`src/rtl/presc_pkg.sv`:
```
package presc_pkg;
  localparam int CODE_W = 3;
  localparam int LO_W   = 7;
  localparam int HI_W   = 12;

  // Fast source: tap depth (log2 of division ratio) for each rate code
  function automatic logic [3:0] hi_tap(input logic [CODE_W-1:0] code);
    case (code)
      3'd0:    hi_tap = 4'd1;
      3'd1:    hi_tap = 4'd3;
      3'd2:    hi_tap = 4'd5;
      3'd3:    hi_tap = 4'd6;
      3'd4:    hi_tap = 4'd7;
      3'd5:    hi_tap = 4'd8;
      3'd6:    hi_tap = 4'd10;
      default: hi_tap = 4'd12;
    endcase
  endfunction
endpackage

```
`src/rtl/presc_chain.sv`:
```
module presc_chain #(
  parameter int W = 7
) (
  input  logic         clk,
  input  logic         rst,
  input  logic         stb,
  input  logic         run,
  output logic [W:0]   lvl
);
  logic [W-1:0] cnt;
  logic         fire;

  assign fire = stb & run;

  always_ff @(posedge clk) begin
    if (rst)       cnt <= '0;
    else if (fire) cnt <= cnt + 1'b1;
  end

  // lvl[k] marks a rollover of the divide-by-2^k tap on this strobe
  assign lvl[0] = fire;
  for (genvar k = 1; k <= W; k++) begin : g_lvl
    assign lvl[k] = fire & (&cnt[k-1:0]);
  end

  // divider holds while stopped
  a_r6_hold: assert property (@(posedge clk) disable iff (rst)
    !run |=> $stable(cnt));
endmodule

```
`src/rtl/presc_tap.sv`:
```
module presc_tap
  import presc_pkg::*;
#(
  parameter int LW = LO_W,
  parameter int HW = HI_W
) (
  input  logic              clk,
  input  logic              rst,
  input  logic [LW:0]       lo_lvl,
  input  logic [HW:0]       hi_lvl,
  input  logic              sel,
  input  logic [CODE_W-1:0] code,
  input  logic              en,
  output logic              tick
);
  logic [3:0] hi_idx;
  logic       hit;

  assign hi_idx = hi_tap(code);
  assign hit    = sel ? lo_lvl[code] : hi_lvl[hi_idx];

  always_ff @(posedge clk) begin
    if (rst) tick <= 1'b0;
    else     tick <= en & hit;
  end

  // disabled channel stays quiet
  a_r4_en_gate: assert property (@(posedge clk) disable iff (rst)
    !en |=> !tick);
endmodule

```
`src/rtl/dual_src_prescaler.sv`:
```
module dual_src_prescaler
  import presc_pkg::*;
#(
  parameter int NPAIR = 2
) (
  input  logic               clk,
  input  logic               rst,
  input  logic               lo_stb,
  input  logic               hi_stb,
  input  logic               hi_osc_en,
  input  logic               sleep,
  input  logic [NPAIR-1:0]   cfg_we,
  input  logic [7:0]         cfg_wdata,
  input  logic [2*NPAIR-1:0] src_sel,
  output logic [2*NPAIR-1:0] tick
);
  localparam int NCH = 2 * NPAIR;

  logic [7:0]    cfg_q [NPAIR];
  logic [LO_W:0] lo_lvl;
  logic [HI_W:0] hi_lvl;
  logic          lo_run, hi_run;

  assign lo_run = ~sleep;
  assign hi_run = hi_osc_en & ~sleep;

  for (genvar p = 0; p < NPAIR; p++) begin : g_cfg
    always_ff @(posedge clk) begin
      if (rst)            cfg_q[p] <= 8'h00;
      else if (cfg_we[p]) cfg_q[p] <= cfg_wdata;
    end
  end

  presc_chain #(.W(LO_W)) u_lo (
    .clk(clk), .rst(rst), .stb(lo_stb), .run(lo_run), .lvl(lo_lvl)
  );

  presc_chain #(.W(HI_W)) u_hi (
    .clk(clk), .rst(rst), .stb(hi_stb), .run(hi_run), .lvl(hi_lvl)
  );

  for (genvar c = 0; c < NCH; c++) begin : g_ch
    localparam int P = c / 2;
    localparam int B = (c % 2) * 4;
    presc_tap #(.LW(LO_W), .HW(HI_W)) u_tap (
      .clk(clk), .rst(rst),
      .lo_lvl(lo_lvl), .hi_lvl(hi_lvl),
      .sel(src_sel[c]),
      .code(cfg_q[P][B +: CODE_W]),
      .en(cfg_q[P][B+3]),
      .tick(tick[c])
    );

    // ticks are single-cycle pulses
    a_r7_single: assert property (@(posedge clk) disable iff (rst)
      tick[c] |=> !tick[c]);
  end

  // strobes arrive with at least one idle cycle between them
  a_r7_lo_gap: assert property (@(posedge clk) disable iff (rst)
    lo_stb |=> !lo_stb);
  a_r7_hi_gap: assert property (@(posedge clk) disable iff (rst)
    hi_stb |=> !hi_stb);

  // sleep silences every channel
  a_r6_sleep_quiet: assert property (@(posedge clk) disable iff (rst)
    sleep |=> (tick == '0));

  // fast source off silences fast-source channels
  a_r5_hi_off: assert property (@(posedge clk) disable iff (rst)
    !hi_osc_en |=> ((tick & ~$past(src_sel)) == '0));
endmodule

```
`config.mk`:
```
export PLATFORM = sky130hd
export DESIGN_NAME = dual_src_prescaler
export DESIGN_NICKNAME = d
export VERILOG_FILES = /design/src/rtl/presc_pkg.sv /design/src/rtl/presc_chain.sv /design/src/rtl/presc_tap.sv /design/src/rtl/dual_src_prescaler.sv
export SDC_FILE = /design/constraint.sdc
export NUM_CORES = 1
export LEC_CHECK = 0
export BUFFER_PORTS_ARGS = -buffer_cell sky130_fd_sc_hd__buf_2
export CORE_UTILIZATION = 54
export DETAILED_ROUTE_END_ITERATION = 8
export GPL_TIMING_DRIVEN = 0
export PLACE_DENSITY = 0.77
export SLEW_MARGIN = 20
export SYNTH_ARGS = -nofsm -noshare
export SYNTH_HDL_FRONTEND = slang
export SYNTH_SLANG_ARGS = --single-unit
```
`constraint.sdc`:
```
create_clock -name clk -period 3 [get_ports clk]
set_input_delay 0.6 -clock clk [delete_from_list [all_inputs] [get_ports clk]]
set_output_delay 0.6 -clock clk [all_outputs]
set_load 0.05 [all_outputs]
```
==> results.tsv, run 1 <==
metric	value	unit
status	finished clean	
Clk pin slew, worst setup/hold paths	0.07	ns
ys async rst share	0	
Setup TNS Final	0	ns
delay-heaviest family, CP	compound AO/OA/AOI/OAI gates	
Post-CTS Hold Buffers	0	
area grow syn2layout	10.47	%
R2R depth	9	
clk_lat worst skew	0.29	ns
reg-to-reg slack, setup	0.62	ns
CTS resizes	0	
non-filler cells, final	355	
Site Rows	24	
Max Cap Viol	0	
Main synth FF type	dfxtp_1	
Worst path depth	9	
Cell Area, Synth	2439	um2
Via density	5.868	
fraction of layout cells with a size suffix above 1	0.1815	
Avg Cell Area, Syn	8.933	um2
Leak	1.049	nW
clk root buf	clkbuf_8	
I/O pin count	24	
Vias	2083	
Total Power	1.093	mW
Reg2Reg Capture Point	g_ch[2].u_tap.tick$_SDFF_PP0_	
crit path to	g_ch[2].u_tap.tick$_SDFF_PP0_	
half-perimeter wire length after placement	4.128	mm
Ys Warns	0	
Die Wd	69.20	um
Pre-antenna DRT Iters	4	
gr usage total	0.2398	
Max VDD drop	0.2922	mV
Worst path slowest cell	dfxtp_1	
setup repair bufs after CTS	0	
vias in the first global route	1908	
DR WL/cell	15.72	um
Synth Net Count	300	
Final period util	0.7949	
ANT nets after route	0	
fin crit period	2.385	ns
GP Congestion	0.9601	
launch point of the worst path	u_hi.cnt[0]$_SDFFE_PP0N_	
Buffers on Ports	22	
worst setup path category	register to register	
Hold Path Class	register to register	
Clock Tree Buf Depth	2	
initial antenna violation count	0	
final hold viol count	0	
global-route wire length before repair	9.073	mm
CP dominant cell by count	ha_1	
grt ovf	0	
Die Y-Extent	69.20	um
RSZ-0062 raised after global routing	no	
# diodes	0	
core area	4354	um2
CTS HTree Levels	2	
DP Cell Count	347	
slowest stage delay, CP	0.47	ns
total wire length	5.581	mm
TritonCTS Buffers	5	
skew final	0.002447	ns
Max Clk Rate	419.3	MHz
fill count	368	
Gate Count Post-Synth	273	
CTS sink count	39	
Final Util	0.6187	
Max Transition Viols Final	0	
critical path arrival	2.60	ns
largest net degree at the start of global routing	12	
number of nets in the layout	329	
DIE AREA	4789	um2
CP required	3.21	ns
TritonCTS clock tree	yes	
Tightest Pin Transition	0.5814	ns
Initial Util	0.5601	
Final setup viols	0	
Post-DP Area	2614	um2
Post-synth EDFFs	16	
DRT iter0 DRCs	240	
post-route design area	2694	um2
Buf+Inv Stages, Crit Path	1	
Max-slew headroom	0.6124	
Yosys reg bits	39	
CP Capture Type	register	
Crit Reg-Reg Startpoint	u_hi.cnt[0]$_SDFFE_PP0N_	
CP Cell Sequence	ha_1 -> nand3_4 -> clkinv_4 -> ha_1 -> nor2b_1 -> a31oi_1 -> a2111oi_0 -> a311oi_1 -> a221oi_2	
CP startpoint kind	register	
DR DRC count	0	
Crit Path Max Fanout	7	
Distinct cells, synth	54	
P per Cell Area	405.6	nW/um2
Seq/Total Area, Yosys	0.3858	
layout make-up:
class / count / area [um2] / area share
Buffer: 25 / 122.6 / 0.04552
Clock buffer: 6 / 72.57 / 0.02694
Clock inverter: 2 / 7.507 / 0.002787
Inverter: 8 / 35.03 / 0.01301
Multi-Input combinational cell: 201 / 1340 / 0.4974
Sequential cell: 39 / 940.9 / 0.3493
Tap cell: 52 / 65.06 / 0.02415
Timing Repair Buffer: 22 / 110.1 / 0.04087
how the worst min path moves through the flow:
stage          slack, ns                      from  cells after the start                            end
2_1_floorplan       0.45  u_lo.cnt[1]$_SDFFE_PP0N_                      2       u_lo.cnt[1]$_SDFFE_PP0N_
3_5_place_dp        0.47  u_lo.cnt[1]$_SDFFE_PP0N_                      2       u_lo.cnt[1]$_SDFFE_PP0N_
4_1_cts             0.48  u_lo.cnt[1]$_SDFFE_PP0N_                      2       u_lo.cnt[1]$_SDFFE_PP0N_
3_3_place_gp        0.47  u_lo.cnt[1]$_SDFFE_PP0N_                      2       u_lo.cnt[1]$_SDFFE_PP0N_
5_1_grt             0.51                src_sel[2]                      2  g_ch[2].u_tap.tick$_SDFF_PP0_
6_report            0.48  u_lo.cnt[1]$_SDFFE_PP0N_                      2       u_lo.cnt[1]$_SDFFE_PP0N_
power breakdown:
group	leakage, nW	switching (mW)	internal, mW
combinational	0.651	0.100	0.0663
clock	0.0403	0.181	0.159
sequential	0.358	0.0115	0.575
per-layer routing:
layer  up-vias  routed length, um  GRT usage
met5         -                  0          0
met4         0                 73    0.06576
met3         8                316    0.04070
met2        86               2639     0.3981
met1       934               2551     0.3233
li1       1055                  -          -
state kept, by name, indices dropped and copies added (netlist names):
| register | flops |
|---|---|
| u_hi.cnt | 12 |
| u_lo.cnt | 7 |
| g_ch.u_tap.tick | 4 |
| cfg_q | 16 |
per-stage QoR:
step,hold WS (ns),setup WS [ns]
after floorplan,0.4537,1.025
after global placement,0.4681,0.6857
final,0.4796,0.6153
after detailed placement,0.4740,0.6611
after global routing,0.5104,0.3836
after CTS,0.4833,0.6301
cells in the final DEF (no fill, tap or decap), types with 6 or more instances in the layout:
cell       n
buf_2     33
dfxtp_1   23
nand2_1   22
nor2_1    20
and2_1    18
edfxtp_1  16
a21oi_1   12
clkbuf_1  10
o21ai_0    9
nand3_1    8
nor2b_1    8
inv_1      7
nand4_1    7
xor2_1     7
ha_1       7
a31oi_1    6
Yosys cell counts (4+ instances only):
master,instances,area (um2)
a31oi_1,6,37.54
a21boi_0,5,37.54
a2111oi_0,4,35.03
dfxtp_1,23,460.4
clkbuf_1,9,33.78
nor3_1,5,25.02
xnor2_1,5,43.79
a21oi_1,12,60.06
mux2i_1,5,50.05
inv_1,7,26.28
nand4_1,7,43.79
o31ai_1,5,37.54
and2_1,18,112.6
nor2b_1,8,50.05
buf_2,11,55.05
nand2b_1,4,25.02
ha_1,7,87.58
nor2_1,20,75.07
nand3_1,8,40.04
edfxtp_1,16,480.5
nand2_1,22,82.58
xor2_1,7,61.31
o21ai_0,9,45.04
buf_4,4,30.03
worst min-delay path, cell delays in order, from the launching register on:
cell and delay (ns):
dfxtp_1 0.33, nand2_1 0.06, a21oi_1 0.05
cell families (layout without fill, tap and decap cells):
kind of cell / Yosys count / after routing / synth area share
flops: 39 / 39 / 0.3858
xor+xnor: 12 / 12 / 0.04310
simple gates: 110 / 110 / 0.2514
fa+ha+maj: 7 / 7 / 0.03591
compound gates: 65 / 65 / 0.1893
buf+inv: 33 / 63 / 0.06465
mux: 7 / 7 / 0.02976
Note: power is estimated with default switching activity, not from simulation.
==> run 2: changes to the inputs <==
Settings changed: ABC_AREA set to 1, PLACE_DENSITY 0.77 to 0.79.
Clock period 3 ns to 2 ns, I/O delays scaled along.
==> run 2 against run 1 <==
Effect of this change: clock power grew 97%; critical endpoint is now g_ch[0].u_tap.tick$_SDFF_PP0_; flip-flop and latch count is the same; sequential share of layout area shrank 4.3 points; highest routed layer unchanged; clock-buffer cell count grew 1.
==> results.tsv, run 2 <==
metric	value	unit	change
status	finished clean		
TritonCTS clock tree	yes		
adder-cell share of the synthesized area	0.03179		-0.004127
Post-synth EDFFs	16		unchanged
Distinct cells, synth	36		-33%
Max VDD drop	0.4011	mV	+37%
post-synthesis compound-gate area fraction	0.09446		-0.09487
Pre-antenna DRT Iters	5		+1
R2R depth	12		+3
dominant cell by count in the synthesized netlist	nand2_1		
TritonCTS Buffers	5		unchanged
grt ovf	0		unchanged
Clk pin slew, worst setup/hold paths	0.09	ns	+0.02 ns
Max Cap Viol	0		unchanged
final hold viol count	0		unchanged
skew final	0.01337	ns	+0.01093 ns
area of the multi-input gates	1544	um2	+15%
Setup TNS Final	0	ns	unchanged
global-route wire length before repair	11.02	mm	+21%
fill count	463		+26%
Max Transition Viols Final	0		unchanged
Tightest Pin Transition	0.5378	ns	-0.04354 ns
Buffers on Ports	23		+4.5%
Final setup viols	0		unchanged
CP Capture Type	register		
post-synth top area share	0.1744		-0.02264
ANT nets after route	0		unchanged
Post-synth top cells	nand2_1 (114), nand3_1 (61), inv_1 (56)		
Via density	5.324		-9.3%
DRT iter0 DRCs	217		-9.6%
DIE AREA	5392	um2	+13%
initial antenna violation count	0		unchanged
Cell Area, Synth	2755	um2	+13%
post-synthesis mux area share	0		-0.02976
Max-slew headroom	0.6415		+0.02903
worst setup path category	register to register		
total wire length	6.503	mm	+17%
Seq/Total Area, Yosys	0.3415		-0.04433
CP required	2.24	ns	-0.97 ns
DR DRC count	0		unchanged
GP Congestion	0.8841		-7.9%
half-perimeter wire length after placement	5.071	mm	+23%
max reg flops	16		unchanged
CTS HTree Levels	2		unchanged
storage element area	944.7	um2	+0.40%
fin crit period	1.847	ns	-0.5380 ns
DP Cell Count	510		+47%
Worst Hold Slack	0.4118	ns	-0.06775 ns
launch point of the worst path	u_hi.cnt[1]$_SDFFE_PP0N_		
critical path arrival	2.09	ns	-0.51 ns
most frequent cells in the layout	nand2_1 (113), nand3_1 (61), inv_1 (56), nor2_1 (54), buf_2 (24)		
CTS sink count	39		unchanged
crit path to	g_ch[0].u_tap.tick$_SDFF_PP0_		
core area	4817	um2	+11%
ys async rst share	0		unchanged
Simple-Gate Fraction of Synth Area	0.4219		+0.1705
I/O pin count	24		unchanged
clk_lat worst skew	0.30	ns	about the same
number of nets in the layout	477		+45%
Synth Net Count	447		+49%
Largest regs	cfg_q: 16 flops, u_hi.cnt: 12 flops, u_lo.cnt: 7 flops		
DR WL/cell	12.55	um	-20%
area leader, netlist	edfxtp_1		
synth top area cells	edfxtp_1 (17%), dfxtp_1 (17%), nand2_1 (16%), nand3_1 (11%), inv_1 (7.6%)		
commonest non-fill, non-tap cell in the layout	nand2_1		
Die Y-Extent	73.43	um	+6.1%
gr usage total	0.2671		+0.02731
Reg2Reg Capture Point	g_ch[0].u_tap.tick$_SDFF_PP0_		
area grow syn2layout	11.85	%	
CP startpoint kind	register		
Main synth FF type	dfxtp_1		
non-filler cells, final	518		+46%
vias in the first global route	2566		+34%
# diodes	0		unchanged
Ys Warns	0		unchanged
Leak	1.573	nW	+50%
P per Cell Area	652.6	nW/um2	+61%
clk root buf	clkbuf_8		
Yosys reg bits	39		unchanged
Avg Cell Area, Syn	6.560	um2	-27%
reg-to-reg slack, setup	0.15	ns	-0.46 ns
Hold Path Stages	2		unchanged
Gate Count Post-Synth	420		+54%
Initial Util	0.5719		+0.01189
Max Clk Rate	541.5	MHz	+29%
Crit Path Max Fanout	4		-3
fraction of layout cells with a size suffix above 1	0.1419		-0.03961
Top reg by flops	cfg_q		
Clock Tree Buf Depth	2		unchanged
largest family of logic cells by synthesized area	simple AND/OR/NAND/NOR gates		
Die Wd	73.43	um	+6.1%
Vias	2758		+32%
RSZ-0062 raised after global routing	no		
Crit Reg-Reg Startpoint	u_hi.cnt[1]$_SDFFE_PP0N_		
largest net degree at the start of global routing	14		+2
Synth Area in XOR/XNOR	0.009537		-0.03356
Final period util	0.9234		+0.1285
Hold Path Class	input pin to register		
Site Rows	25		+4.2%
-- run 2: changes by cell type in the layout (fill, tap and decap cells not counted), sizes merged, moves of 7 or more --
cell,delta
buf,-9
nand2,+95
o21ai,+10
nor2,+43
xor2,-7
and2,-18
nor2b,-8
nand3,+53
inv,+52
-- run 2: where the power goes --
part           internal (mW)  total (mW)  switching (mW)
combinational          0.151       0.429           0.278
clock                  0.361       0.669           0.308
sequential             0.872       0.913          0.0413
-- run 2: worst min path at each step --
stage | from | to | slack [ns]
floorplan | u_hi.cnt[9]$_SDFFE_PP0N_ | u_hi.cnt[9]$_SDFFE_PP0N_ | 0.45
global placement | u_hi.cnt[9]$_SDFFE_PP0N_ | u_hi.cnt[9]$_SDFFE_PP0N_ | 0.47
detailed placement | u_hi.cnt[9]$_SDFFE_PP0N_ | u_hi.cnt[9]$_SDFFE_PP0N_ | 0.47
CTS | rst | u_hi.cnt[3]$_SDFFE_PP0N_ | 0.41
global route | src_sel[1] | g_ch[1].u_tap.tick$_SDFF_PP0_ | 0.41
finish | rst | u_hi.cnt[3]$_SDFFE_PP0N_ | 0.41
-- run 2: cell families after synthesis --
kind of cell | after synthesis
AOI/OAI and AO/OA | 47
xor gates and xnor gates | 3
adders and majority gates | 7
buffers and inverters | 68
DFF | 39
and+or+nand+nor | 256
-- run 2: stage by stage --
step | utilization | cell area, um2 | setup WS, ns | total power [mW]
after floorplan | - | 2755 | 0.4157 | 1.246
after global placement | 0.6132 | 2954 | 0.1436 | 1.337
after detailed placement | 0.6132 | 2954 | 0.1384 | 1.349
after CTS | 0.6374 | 3070 | 0.1116 | 2.011
after global routing | 0.6397 | 3082 | 0.01384 | 2.119
final | 0.6397 | 3082 | 0.1533 | 2.011
-- run 2: area by class of cell --
type	count	area share
timing repair buffer	23	0.03735
clock inverter	1	0.002842
buffer	10	0.01949
inverter	58	0.07065
multi-input combinational	313	0.5010
tap	67	0.02720
sequential	39	0.3065
clock buffer	7	0.03492
-- run 2: layer usage --
layer / up-vias / track usage / part of all wire
li1: 1420 / - / -
met4: 0 / 0.1239 / 0.0082
met2: 103 / 0.4671 / 0.48
met5: - / 0 / 0
met3: 5 / 0.04252 / 0.046
met1: 1230 / 0.3208 / 0.46
-- run 2: repair_timing --
| item | in CTS | in global routing |
|---|---|---|
| hold buffers | 0 | 0 |
| setup endpoints to repair | 0 | 4 |
| resized for setup | 0 | 6 |
| setup buffers | 0 | 0 |
-- run 2: critical path: stages (launching register included) --
cell,delay (ns)
dfxtp_2,0.36
ha_2,0.19
nand2_1,0.09
nor2_4,0.14
ha_1,0.17
nand4_1,0.22
nand2_1,0.14
nand3_1,0.08
nand3_1,0.10
nand3b_1,0.09
nand3_1,0.09
nand2_1,0.06
inv_1,0.05
==> run 3: changes to the inputs <==
Settings changed: CORE_ASPECT_RATIO set to 1.4.
==> run 3 against run 2 <==
Effect of this change: clock-buffer cell count fell by 2; clock power shrank 22%; flip-flop and latch count is the same; routed wire length is 0.83% higher; via count shrank 0.22%; cell count decreased by 0.58%; combinational power is 0.9% lower; sequential share of layout area up 0.30 points; maximum frequency increased by 0.61%; clock skew shrank 0.0046 ns; core utilization down 1.1 points; highest routed layer unchanged.
==> results.tsv, run 3 (synthesis results as in run 2) <==
metric	value	unit	change
P per Cell Area	606.4	nW/um2	-7.1%
area grow syn2layout	11.35	%	
CP required	2.25	ns	about the same
I/O pin count	24		unchanged
Buffers on Ports	23		unchanged
reg-to-reg slack, setup	0.16	ns	about the same
Max Transition Viols Final	0		unchanged
CP startpoint kind	register		
Max Cap Viol	0		unchanged
Max-slew headroom	0.6228		-0.01863
Final setup viols	0		unchanged
largest net degree at the start of global routing	13		-1
Post-DP Area	2950	um2	-0.13%
Largest regs	cfg_q: 16 flops, u_hi.cnt: 12 flops, u_lo.cnt: 7 flops		
TritonCTS clock tree	yes		
Die Y-Extent	86.52	um	+18%
global-route wire length before repair	10.71	mm	-2.8%
ANT nets after route	0		unchanged
Top reg by flops	cfg_q		
Leak	1.555	nW	-1.2%
Max VDD drop	0.3955	mV	-1.4%
total wire length	6.557	mm	+0.83%
most frequent cells in the layout	nand2_1 (112), nand3_1 (61), inv_1 (56), nor2_1 (52), buf_2 (24)		
number of nets in the layout	477		unchanged
DR WL/cell	12.73	um	+1.4%
gr usage total	0.2553		-0.01180
Clock Tree Buf Depth	2		unchanged
critical path arrival	2.08	ns	about the same
post-route design area	3068	um2	-0.45%
Pre-antenna DRT Iters	8		+3
fin crit period	1.836	ns	-0.01116 ns
clk root buf	clkbuf_8		
vias in the first global route	2501		-2.5%
Via density	5.344		+0.36%
clk_lat worst skew	0.30	ns	about the same
skew final	0.008742	ns	-0.004631 ns
Vias	2752		-0.22%
half-perimeter wire length after placement	5.071	mm	unchanged
Setup TNS Final	0	ns	unchanged
grt ovf	0		unchanged
CTS sink count	39		unchanged
setup repair bufs after CTS	0		unchanged
DRT iter0 DRCs	134		-38%
Die Wd	62.37	um	-15%
CTS resizes	0		unchanged
Hold Path Class	input pin to register		
Post-CTS Hold Buffers	0		unchanged
Tightest Pin Transition	0.5658	ns	+0.02794 ns
Max Clk Rate	544.8	MHz	+0.61%
final hold viol count	0		unchanged
DIE AREA	5396	um2	about the same
commonest non-fill, non-tap cell in the layout	nand2_1		
status	finished clean		
Clk pin slew, worst setup/hold paths	0.08	ns	about the same
CTS HTree Levels	2		unchanged
TritonCTS Buffers	5		unchanged
# diodes	0		unchanged
worst setup path category	register to register		
max reg flops	16		unchanged
CP Capture Type	register		
core area	4880	um2	+1.3%
Final period util	0.9178		-0.005581
fraction of layout cells with a size suffix above 1	0.1441		+0.002217
DR DRC count	0		unchanged
GP Congestion	0.8824		-0.19%
initial antenna violation count	0		unchanged
Initial Util	0.5646		-0.007333
Crit Path Max Fanout	4		unchanged
Site Rows	30		+20%
[run 3: changes by cell type in the layout (fill, tap and decap cells not counted)]
cell,previous run,this run
clkinv_1,0,2
dfxtp_2,3,1
dfxtp_4,0,2
nor2_1,54,52
nor2_2,2,4
clkbuf_16,1,0
clkbuf_8,6,5
clkinvlp_4,0,1
ha_2,1,0
ha_4,0,1
inv_6,1,0
nand2_1,113,112
nand2_2,3,4
[run 3: cell type report]
cell class | instances | area [um2]
buffer | 10 | 60.06
multi-input combinational | 313 | 1562
tap | 64 | 80.08
clock inverter | 3 | 15.01
clock buffer | 5 | 68.82
sequential | 39 | 949.7
fill | 475 | 1812
inverter | 58 | 217.7
timing repair buffer | 23 | 115.1
[run 3: report_power, final]
part	internal, mW	switching (mW)
Combinational	0.152	0.273
Clock	0.237	0.286
Sequential	0.871	0.0418
[run 3: final timing paths]
kind	startpoint	endpoint	cells past startpoint
worst max-delay path	u_hi.cnt[0]$_SDFFE_PP0N_	g_ch[0].u_tap.tick$_SDFF_PP0_	12
worst min-delay path	src_sel[3]	g_ch[3].u_tap.tick$_SDFF_PP0_	5
worst max register to register	u_hi.cnt[0]$_SDFFE_PP0N_	g_ch[0].u_tap.tick$_SDFF_PP0_	12
worst min register to register	u_hi.cnt[9]$_SDFFE_PP0N_	u_hi.cnt[9]$_SDFFE_PP0N_	2
[run 3: metal layers]
metal / GRT usage / routed length (um) / share of wire / up-vias
met4: 0.1395 / 216 / 0.033 / 0
li1: - / - / - / 1419
met3: 0.03289 / 291 / 0.044 / 24
met2: 0.4805 / 3420 / 0.52 / 96
met1: 0.2759 / 2629 / 0.40 / 1213
met5: 0 / 0 / 0 / -
[run 3: worst max-delay path: stages (launching register included)]
cell and delay [ns]:
dfxtp_4 0.38, ha_4 0.14, nand2_1 0.08, nor2_4 0.17, ha_1 0.16, nand4_1 0.23
nand2_1 0.14, nand3_1 0.08, nand3_1 0.11, nand3b_1 0.09, nand3_1 0.09, nand2_1 0.07
inv_1 0.05
[run 3: through the flow]
step,instances,hold slack [ns],utilization,power [mW],setup slack [ns]
after floorplan,420,0.4455,-,1.246,0.4157
after global placement,507,0.4671,0.6046,1.330,0.09451
after detailed placement,507,0.4695,0.6046,1.343,0.06353
after CTS,515,0.3953,0.6218,1.852,0.03115
after global routing,515,0.4300,0.6287,1.971,-0.006920
final,515,0.3904,0.6287,1.860,0.1645
